**src/rtl/rdo_pkg.sv**
```systemverilog
`timescale 1ns/1ps
package rdo_pkg;
  typedef enum logic {ST_PARK = 1'b0, ST_RUN = 1'b1} rdo_state_e;

  function automatic int unsigned wmax(int unsigned a, int unsigned b);
    return (a > b) ? a : b;
  endfunction
endpackage

```
**src/rtl/rdo_counter.sv**
```systemverilog
`timescale 1ns/1ps
module rdo_counter #(
  parameter int W = 10
) (
  input  logic         clk_i,
  input  logic         rst_ni,
  input  logic         clr_i,
  input  logic         inc_i,
  input  logic [W-1:0] last_i,
  output logic [W-1:0] cnt_o,
  output logic         wrap_o
);
  logic [W-1:0] cnt_q;

  assign wrap_o = inc_i && (cnt_q == last_i);
  assign cnt_o  = cnt_q;

  always_ff @(posedge clk_i or negedge rst_ni) begin
    if (!rst_ni)      cnt_q <= '0;
    else if (clr_i)   cnt_q <= '0;
    else if (wrap_o)  cnt_q <= '0;
    else if (inc_i)   cnt_q <= cnt_q + W'(1);
  end

  p_cnt_in_range_r3: assert property (@(posedge clk_i) disable iff (!rst_ni)
    cnt_q <= last_i);
endmodule

```
**src/rtl/rdo_shadow.sv**
```systemverilog
`timescale 1ns/1ps
module rdo_shadow #(
  parameter int RW  = 9,
  parameter int CW  = 10,
  parameter int HBW = 10,
  parameter int VBW = 12,
  parameter int SW  = 12,
  parameter int TW  = 14
) (
  input  logic           clk_i,
  input  logic           rst_ni,
  input  logic           cap_i,
  input  logic           full_shutter_i,
  input  logic [RW-1:0]  first_row_i,
  input  logic [CW-1:0]  first_col_i,
  input  logic [RW-1:0]  height_i,
  input  logic [CW-1:0]  width_i,
  input  logic [HBW-1:0] hblank_i,
  input  logic [VBW-1:0] vblank_i,
  input  logic [SW-1:0]  shutter_i,
  output logic [RW-1:0]  first_row_o,
  output logic [CW-1:0]  first_col_o,
  output logic [RW-1:0]  height_o,
  output logic [CW-1:0]  width_o,
  output logic [HBW-1:0] hblank_o,
  output logic [TW-1:0]  total_rows_o
);
  logic [TW-1:0] base_rows, shut_rows, total_d;

  // window rows + blanking rows, both fields are stored minus one
  assign base_rows = TW'(height_i) + TW'(vblank_i) + TW'(2);
  assign shut_rows = TW'(shutter_i) + TW'(!full_shutter_i);
  assign total_d   = (shut_rows > base_rows) ? shut_rows : base_rows;

  always_ff @(posedge clk_i or negedge rst_ni) begin
    if (!rst_ni) begin
      first_row_o  <= '0;
      first_col_o  <= '0;
      height_o     <= '0;
      width_o      <= '0;
      hblank_o     <= '0;
      total_rows_o <= '0;
    end else if (cap_i) begin
      first_row_o  <= first_row_i;
      first_col_o  <= first_col_i;
      height_o     <= height_i;
      width_o      <= width_i;
      hblank_o     <= hblank_i;
      total_rows_o <= total_d;
    end
  end

  p_hold_between_bounds_r8: assert property (@(posedge clk_i) disable iff (!rst_ni)
    !cap_i |=> ($stable(width_o) && $stable(height_o) && $stable(total_rows_o)
                && $stable(first_row_o) && $stable(first_col_o) && $stable(hblank_o)));

  p_frame_exceeds_window_r5: assert property (@(posedge clk_i) disable iff (!rst_ni)
    cap_i |=> (total_rows_o > TW'(height_o) + TW'(1)));
endmodule

```
**src/rtl/sensor_readout_timer.sv**
```systemverilog
`timescale 1ns/1ps
module sensor_readout_timer
  import rdo_pkg::*;
#(
  parameter int RW  = 9,
  parameter int CW  = 10,
  parameter int HBW = 10,
  parameter int VBW = 12,
  parameter int SW  = 12
) (
  input  logic           clk_i,
  input  logic           rst_ni,
  input  logic           en_i,
  input  logic           full_shutter_i,
  input  logic [RW-1:0]  first_row_i,
  input  logic [CW-1:0]  first_col_i,
  input  logic [RW-1:0]  win_height_i,
  input  logic [CW-1:0]  win_width_i,
  input  logic [HBW-1:0] hblank_i,
  input  logic [VBW-1:0] vblank_i,
  input  logic [SW-1:0]  shutter_i,
  output logic [RW-1:0]  row_addr_o,
  output logic [CW-1:0]  col_addr_o,
  output logic           line_valid_o,
  output logic           frame_valid_o,
  output logic           frame_start_o,
  output logic           frame_bound_o
);
  localparam int CTW = int'(wmax(CW, HBW)) + 1;
  localparam int TW  = int'(wmax(wmax(RW, VBW), SW)) + 2;

  rdo_state_e     state_q;
  logic [RW-1:0]  sh_first_row, sh_height;
  logic [CW-1:0]  sh_first_col, sh_width;
  logic [HBW-1:0] sh_hblank;
  logic [TW-1:0]  sh_total;
  logic [CTW-1:0] col_cnt, col_last;
  logic [TW-1:0]  row_cnt, row_last;
  logic           col_wrap, frame_last, run, cnt_clr;

  assign run           = (state_q == ST_RUN);
  assign frame_bound_o = en_i && (!run || frame_last);
  assign cnt_clr       = frame_bound_o || !run;
  assign col_last      = CTW'(sh_width) + CTW'(sh_hblank);
  assign row_last      = sh_total - TW'(1);

  rdo_shadow #(
    .RW(RW), .CW(CW), .HBW(HBW), .VBW(VBW), .SW(SW), .TW(TW)
  ) u_shadow (
    .clk_i          (clk_i),
    .rst_ni         (rst_ni),
    .cap_i          (frame_bound_o),
    .full_shutter_i (full_shutter_i),
    .first_row_i    (first_row_i),
    .first_col_i    (first_col_i),
    .height_i       (win_height_i),
    .width_i        (win_width_i),
    .hblank_i       (hblank_i),
    .vblank_i       (vblank_i),
    .shutter_i      (shutter_i),
    .first_row_o    (sh_first_row),
    .first_col_o    (sh_first_col),
    .height_o       (sh_height),
    .width_o        (sh_width),
    .hblank_o       (sh_hblank),
    .total_rows_o   (sh_total)
  );

  rdo_counter #(.W(CTW)) u_col (
    .clk_i  (clk_i),
    .rst_ni (rst_ni),
    .clr_i  (cnt_clr),
    .inc_i  (run),
    .last_i (col_last),
    .cnt_o  (col_cnt),
    .wrap_o (col_wrap)
  );

  rdo_counter #(.W(TW)) u_row (
    .clk_i  (clk_i),
    .rst_ni (rst_ni),
    .clr_i  (cnt_clr),
    .inc_i  (col_wrap),
    .last_i (row_last),
    .cnt_o  (row_cnt),
    .wrap_o (frame_last)
  );

  always_ff @(posedge clk_i or negedge rst_ni) begin
    if (!rst_ni)            state_q <= ST_PARK;
    else if (!en_i)         state_q <= ST_PARK;
    else if (frame_bound_o) state_q <= ST_RUN;
  end

  assign frame_valid_o = run && (row_cnt <= TW'(sh_height));
  assign line_valid_o  = frame_valid_o && (col_cnt <= CTW'(sh_width));
  assign frame_start_o = run && (row_cnt == '0) && (col_cnt == '0);
  assign row_addr_o    = sh_first_row + row_cnt[RW-1:0];
  assign col_addr_o    = sh_first_col + col_cnt[CW-1:0];

  p_lv_inside_fv_r3: assert property (@(posedge clk_i) disable iff (!rst_ni)
    line_valid_o |-> frame_valid_o);

  p_start_after_bound_r2: assert property (@(posedge clk_i) disable iff (!rst_ni)
    frame_bound_o |=> (frame_start_o && line_valid_o));

  p_bound_single_r10: assert property (@(posedge clk_i) disable iff (!rst_ni)
    frame_bound_o |=> !frame_bound_o);

  p_park_silent_r9: assert property (@(posedge clk_i) disable iff (!rst_ni)
    !en_i |=> (!frame_valid_o && !line_valid_o && !frame_start_o));

  p_strobes_need_run_r1: assert property (@(posedge clk_i) disable iff (!rst_ni)
    frame_valid_o |-> run);
endmodule

```
**config.mk**
```make
export PLATFORM = sky130hd
export DESIGN_NAME = sensor_readout_timer
export DESIGN_NICKNAME = d
export VERILOG_FILES = /design/src/rtl/rdo_pkg.sv /design/src/rtl/rdo_counter.sv /design/src/rtl/rdo_shadow.sv /design/src/rtl/sensor_readout_timer.sv
export SDC_FILE = /design/constraint.sdc
export NUM_CORES = 1
export LEC_CHECK = 0
export ABC_AREA = 1
export ABC_CLOCK_PERIOD_IN_PS = 3800
export CAP_MARGIN = 15
export CORE_UTILIZATION = 40
export DETAILED_ROUTE_END_ITERATION = 8
export PLACE_DENSITY = 0.64
export SYNTH_ARGS = -nofsm -noshare
export SYNTH_HDL_FRONTEND = slang
export SYNTH_SLANG_ARGS = --single-unit
```
**constraint.sdc**
```tcl
create_clock -name clk_i -period 3.8 [get_ports clk_i]
set_clock_uncertainty 0.2 [all_clocks]
set_input_delay 0.57 -clock clk_i [delete_from_list [all_inputs] [get_ports clk_i]]
set_output_delay 0.57 -clock clk_i [all_outputs]
set_load 0.01 [all_outputs]
```
Yosys cells after proc, flatten, opt, wreduce, memory -nomap -nowiden
Index checks and enable logic that the tools add are counted.

$add $sub $neg: 9. $lt $le $gt $ge: 3. Equality and inequality tests: 3. Multiplexer cells: 9. Reduce and logical (&&, ||, !) cells: 15.

Operator list (number): 2-to-1 mux 14 bit (4); 2-to-1 mux 11 bit (3); adder 14 x 1 -> 14 bit (second input constant) (1); adder 14 x 2 -> 14 bit (second input constant) (1); equality test 14 bit (1); > comparator 14 bit (1); less-or-equal comparator 14 x 9 -> 1 bit (1); logical NOT 14 bit (1); subtractor 14 x 1 -> 14 bit (second input constant) (1); adder 12 x 1 -> 13 bit (1); adder 9 x 12 -> 13 bit (1); adder 10 x 10 -> 11 bit (1); adder 11 x 1 -> 11 bit (second input constant) (1); equality test 11 bit (1); less-or-equal comparator 11 x 10 -> 1 bit (1); logical NOT 11 bit (1); adder 10 bit (1); adder 9 bit (1); logical AND 1 bit (7); nonzero test 3 bit (2); logical NOT 1 bit (2); logical OR 1 bit (2); 2-to-1 mux 1 bit (2); inequality test 2 x 1 -> 1 bit (second input constant) (1).

Register bits after elaboration: 88. Input port bits: 76. Output and inout bits: 23. Logic and storage cells: 48.

Logic depth before layout (Yosys ltp)
Gate-level depths: netlist (run 1).

Depth in word-level cells: 8. Gate-level depth with buffers: 27. Depth with buffers taken out: 26.

Hierarchy
A second synthesis (run 1) with hierarchy kept.

Cell total of the unflattened synthesis: 1243. Area, all modules: 8207.9 µm².

By module, submodules not included: rdo_shadow (instances 1, cells an instance 565, area an instance 3933.8 µm², sequential area each 1551.5 µm²); sensor_readout_timer (instances 1, cells an instance 337, area an instance 2083.2 µm², sequential area each 25.0 µm²); rdo_counter (u_row) (instances 1, cells an instance 194, area an instance 1223.7 µm², sequential area each 350.3 µm²); rdo_counter (u_col) (instances 1, cells an instance 147, area an instance 967.2 µm², sequential area each 275.3 µm²).

Worst setup path before layout (run 1)
No wires, ideal clock.

Kind: input port to flip-flop. From: in win_height_i[0]. To: reg u_shadow.total_rows_o[7]. Library setup time: 0.117 ns. Arrival: 3.467 ns. Data required time: 3.483 ns. Path slack: 0.016 ns. Cell stages on the path: 24. Path buffers: 1. Cells stage by stage: ha_1 -> inv_1 -> fa_1 -> inv_1 -> nand3_1 -> nand3b_1 -> nand2_1 -> nor2_1 -> nand3_1 -> nor2_1 -> nand3_1 -> o21ai_1 -> inv_1 -> ha_1 -> inv_1 -> nor2_1 -> nor2_1 -> nand3_1 -> nand2_1 -> inv_1 -> clkbuf_1 -> o21ai_0 -> nand2_1 -> nand2_1.

Longest elaborated chain between the ends: 4.

RTL lines: start, declared (line sensor_readout_timer.sv:17) `input logic [RW-1:0] win_height_i,`; adder 9 x 12 -> 13 bit * (line rdo_shadow.sv:31) `assign base_rows = TW'(height_i) + TW'(vblank_i) + TW'(2);`; adder 14 x 2 -> 14 bit * (line rdo_shadow.sv:31); > comparator 14 bit (line rdo_shadow.sv:33) `assign total_d = (shut_rows > base_rows) ? shut_rows : base_rows;`; 2-to-1 mux 14 bit * (line rdo_shadow.sv:33); end signal, assigned (line rdo_shadow.sv:49) `total_rows_o <= total_d;`; end, declared (line rdo_shadow.sv:26) `output logic [TW-1:0] total_rows_o`.

Every way passes the cells marked *; elsewhere a longest branch is shown, timed or not. A chain may end at the register's enable or synchronous reset.

Final worst setup path (run 1)
From: reg u_col.cnt_q[0] (netlist: u_col.cnt_o[0]). To: out col_addr_o[8].

Longest elaborated chain between the ends: 1.

RTL lines: start, declared (line rdo_counter.sv:13) `logic [W-1:0] cnt_q;`; start signal, assigned (line rdo_counter.sv:22) `else if (inc_i) cnt_q <= cnt_q + W'(1);`; adder 10 bit (line sensor_readout_timer.sv:99) `assign col_addr_o = sh_first_col + col_cnt[CW-1:0];`; end, declared (line sensor_readout_timer.sv:23) `output logic [CW-1:0] col_addr_o,`.

No other way between the ends.

==> impl_metrics.tcl, run 1 <==
set metrics [dict create \
    vias 7595 \
    switching_share_pct 37.9 \
    gp_congestion 0.914 \
    std_cell_rows 50 \
    p_per_area_nw_per_um2 341 \
    fin_crit_ns 3.64 \
    final-max-slew-violation-count 0 \
    nets 1476 \
    placed_cell_area_sq_um 9420 \
    drtAntennaViolNets 0 \
    finalInstanceArea_sq_um 10300 \
    initial_core_util_pct 41.1 \
    cts.htree.levels 3 \
    tightest_slew_ns 0.717 \
    pwr-share-clk_pct 24.7 \
    hold_path_class "in2async" \
    first_pass_iters 5 \
    first_iter_violations 382 \
    critPathArrivalTime_ns 2.87 \
    antenna_found_initial 0 \
    cts-buffers-inserted 9 \
    drive_above_1_share_pct 17.5 \
    status "complete, no violations" \
    synth_ff_type "dfrtp_1" \
    synth_cells 1151 \
    cts-root-buf "clkbuf_16" \
    synth_fp_nets 1307 \
    synth_seq_area_share_pct 28.4 \
    internal_power_mw 2.19 \
    peakVddDrop_mv 0.220 \
    path_class "reg2out" \
    hold_viol 0 \
    cts.sinks 88 \
    grt.total_usage_pct 21.1 \
    chipWidth_microns 141 \
    wirelength_microns 20600 \
    n_fill_cell 1864 \
    synthesis.area_sq_um 7760 \
    clock_insertion_delay_worst_skew_ns 0.36 \
    seqPwrFrac_pct 32.7 \
    port_buffers 98 \
    p_sw_mw 1.33 \
    setup_viol 0 \
    die_h_microns 141 \
    cts_tree "yes" \
    grt_first_pass_wirelength_microns 33600 \
    io_pins 99 \
    coreArea_sq_um 18900 \
    fmax_mhz 275 \
    power_leakage_nw 5.51 \
    fin_crit_sh_pct 95.7 \
    synth.distinct_cells 44 \
    worstPathRequired_ns 3.03 \
    utilization_pct 54.6 \
    ys_async_sr_fraction_pct 100 \
    die_area_sq_um 20000 \
    antenna_cells 0 \
    grt_max_degree 63 \
    via_per_inst 4.79 \
    overflow 0 \
    post-route-drc-count 0 \
    cp-end-kind "primary output" \
    syn_to_final_growth_pct 32.9 \
    cts.clk_slew.worst_paths_ns 0.07 \
    max-cap-violations 0 \
    synth_edf_count 0 \
    grt_pass1_vias 7264 \
    synth-seq-cells 88 \
    ys.warnings.count 0 \
    hpwlAfterDp_microns 15900 \
    crit_path_max_fanout 6 \
    slew_headroom_pct 52.2 \
    wl_per_cell_microns 13.0 \
    crit_path_start_kind "register" \
    synth.avg_cell_area_sq_um 6.74 \
    combPwrFrac_pct 42.6 \
    clock_path_buffers 2 \
]
## repair_timing
| action | in CTS | in global routing |
|---|---|---|
| hold buffers | 0 | 0 |
| setup endpoints to repair | 16 | 19 |
| resized for setup | 44 | 115 |
| buffers inserted | 5 | 8 |
| pin swaps | 22 | 55 |
| cloned | 3 | 0 |
## layout by cell type, fill, tap and decap left out, types with 7 or more instances in the layout
cell / n
inv_2: 10
a21o_1: 9
nand2_1: 389
ha_1: 63
dfrtp_1: 85
nand2_2: 45
clkbuf_16: 9
xnor2_1: 17
buf_4: 76
nor3_1: 13
ha_4: 12
o21ai_1: 9
o21ai_0: 8
a21oi_2: 9
nand3_2: 11
nand3_1: 66
nand4_1: 22
nor2_1: 82
dlymetal6s2s_1: 16
xor2_1: 32
nor2_2: 16
clkinvlp_4: 7
clkdlybuf4s50_1: 77
a21oi_1: 37
inv_1: 136
nor4_1: 7
## cells by family after synthesis
logic type / synth area share, %
compound gates: 6.74
fa+ha+maj: 13.3
xor+xnor: 6.56
simple gates: 36.2
flops: 28.4
buf+inv: 8.90
## stage by stage
stage | setup TNS, ns | power, mW | hold WS [ns] | worst slack (ns) | instances
after floorplan | 0 | 2.01 | 0.0744 | 0.0162 | 1151
after global placement | -8.23 | 2.49 | 0.264 | -0.677 | 1553
after detailed placement | -10.20 | 2.51 | 0.267 | -0.847 | 1553
after CTS | 0 | 3.44 | 0.0345 | 0.00319 | 1577
after global routing | -0.0426 | 3.77 | 0.0684 | -0.0359 | 1585
final | 0 | 3.52 | 0.0254 | 0.164 | 1585
## routing by layer
layer / wire (microns) / vias up / GRT usage [%]
li1: - / 3980 / -
met1: 9240 / 3458 / 25.5
met2: 10400 / 130 / 38.6
met3: 517 / 27 / 2.16
met4: 451 / 0 / 8.07
met5: 0 / - / 0
## state kept, by name, summed over array words and instances, names as in the netlist
signal / flops
u_shadow.width_o: 10
u_shadow.first_col_o: 10
u_shadow.hblank_o: 10
run: 1
u_shadow.height_o: 9
u_col.cnt_o: 11
u_shadow.total_rows_o: 14
u_shadow.first_row_o: 9
u_row.cnt_o: 14
## final cells by class
| class | count | area, sq um | area share [%] |
|---|---|---|---|
| clock buffers | 11 | 243 | 2.35 |
| inverters | 148 | 559 | 5.42 |
| repair inverters | 3 | 22.5 | 0.218 |
| clock inverters | 5 | 40.0 | 0.388 |
| multi-input cells | 894 | 5320 | 51.5 |
| repair buffers | 176 | 1610 | 15.6 |
| well taps | 260 | 325 | 3.15 |
| flip-flops and latches | 88 | 2210 | 21.4 |
## worst max-delay path: stages, from the launching register on
cell	delay, ns
dfrtp_2	0.42
ha_1	0.21
inv_1	0.08
fa_1	0.42
o21ai_2	0.19
a21o_1	0.13
a21oi_1	0.08
o21bai_1	0.13
a21oi_1	0.10
xnor2_1	0.19
clkdlybuf4s50_1	0.57
## final timing paths
path / startpoint / end / slack [ns] / cells after the start
setup reg to reg: u_shadow.width_o[0] / u_shadow.width_o[9] / 0.40 / 19
min in group clk_i: u_shadow.height_o[1] / u_shadow.height_o[1] / 0.28 / 2
hold / removal: rst_ni / u_shadow.first_col_o[3] / 0.03 / 1
max in group asynchronous: rst_ni / u_shadow.total_rows_o[6] / 2.62 / 2
setup / recovery: u_col.cnt_o[0] / col_addr_o[8] / 0.16 / 10
hold reg to reg: u_shadow.height_o[1] / u_shadow.height_o[1] / 0.28 / 2
## cells in the mapped netlist (all sizes together), types with 2 or more instances
cell type | number | area share (%)
nand3 | 77 | 5.1
a21oi | 46 | 3.0
dfrtp | 88 | 28
nor4 | 7 | 0.56
xor2 | 36 | 4.1
inv | 147 | 7.1
xnor2 | 17 | 1.9
o21bai | 3 | 0.29
nand4 | 22 | 1.8
nor3b | 2 | 0.26
a21o | 9 | 0.87
xnor3 | 2 | 0.58
ha | 76 | 12
buf | 14 | 1.4
o21ai | 23 | 1.5
clkbuf | 7 | 0.35
fa | 4 | 1.0
a21boi | 3 | 0.44
nor2 | 104 | 5.4
nand2 | 436 | 22
nor3 | 13 | 0.84
nand3b | 4 | 0.39
or4 | 2 | 0.19
## power groups by stage
stage / Combinational (mW) / Clock [mW] / Sequential (mW)
floorplan: 0.884 / 0 / 1.13
global placement: 1.32 / 0 / 1.17
detailed placement: 1.34 / 0 / 1.17
CTS: 1.40 / 0.890 / 1.15
global route: 1.69 / 0.922 / 1.17
finish: 1.50 / 0.870 / 1.15
Power figures use the tool's default switching activity.
==> run 2, diff against run 1 <==
--- a/config.mk
+++ b/config.mk
@@ -11,6 +11,7 @@
 export CORE_UTILIZATION = 40
 export DETAILED_ROUTE_END_ITERATION = 8
 export PLACE_DENSITY = 0.64
+export SLEW_MARGIN = 30
 export SYNTH_ARGS = -nofsm -noshare
 export SYNTH_HDL_FRONTEND = slang
 export SYNTH_SLANG_ARGS = --single-unit
==> results of run 2 <==
The final DEF is identical to that of run 1; final timing and power are the same.
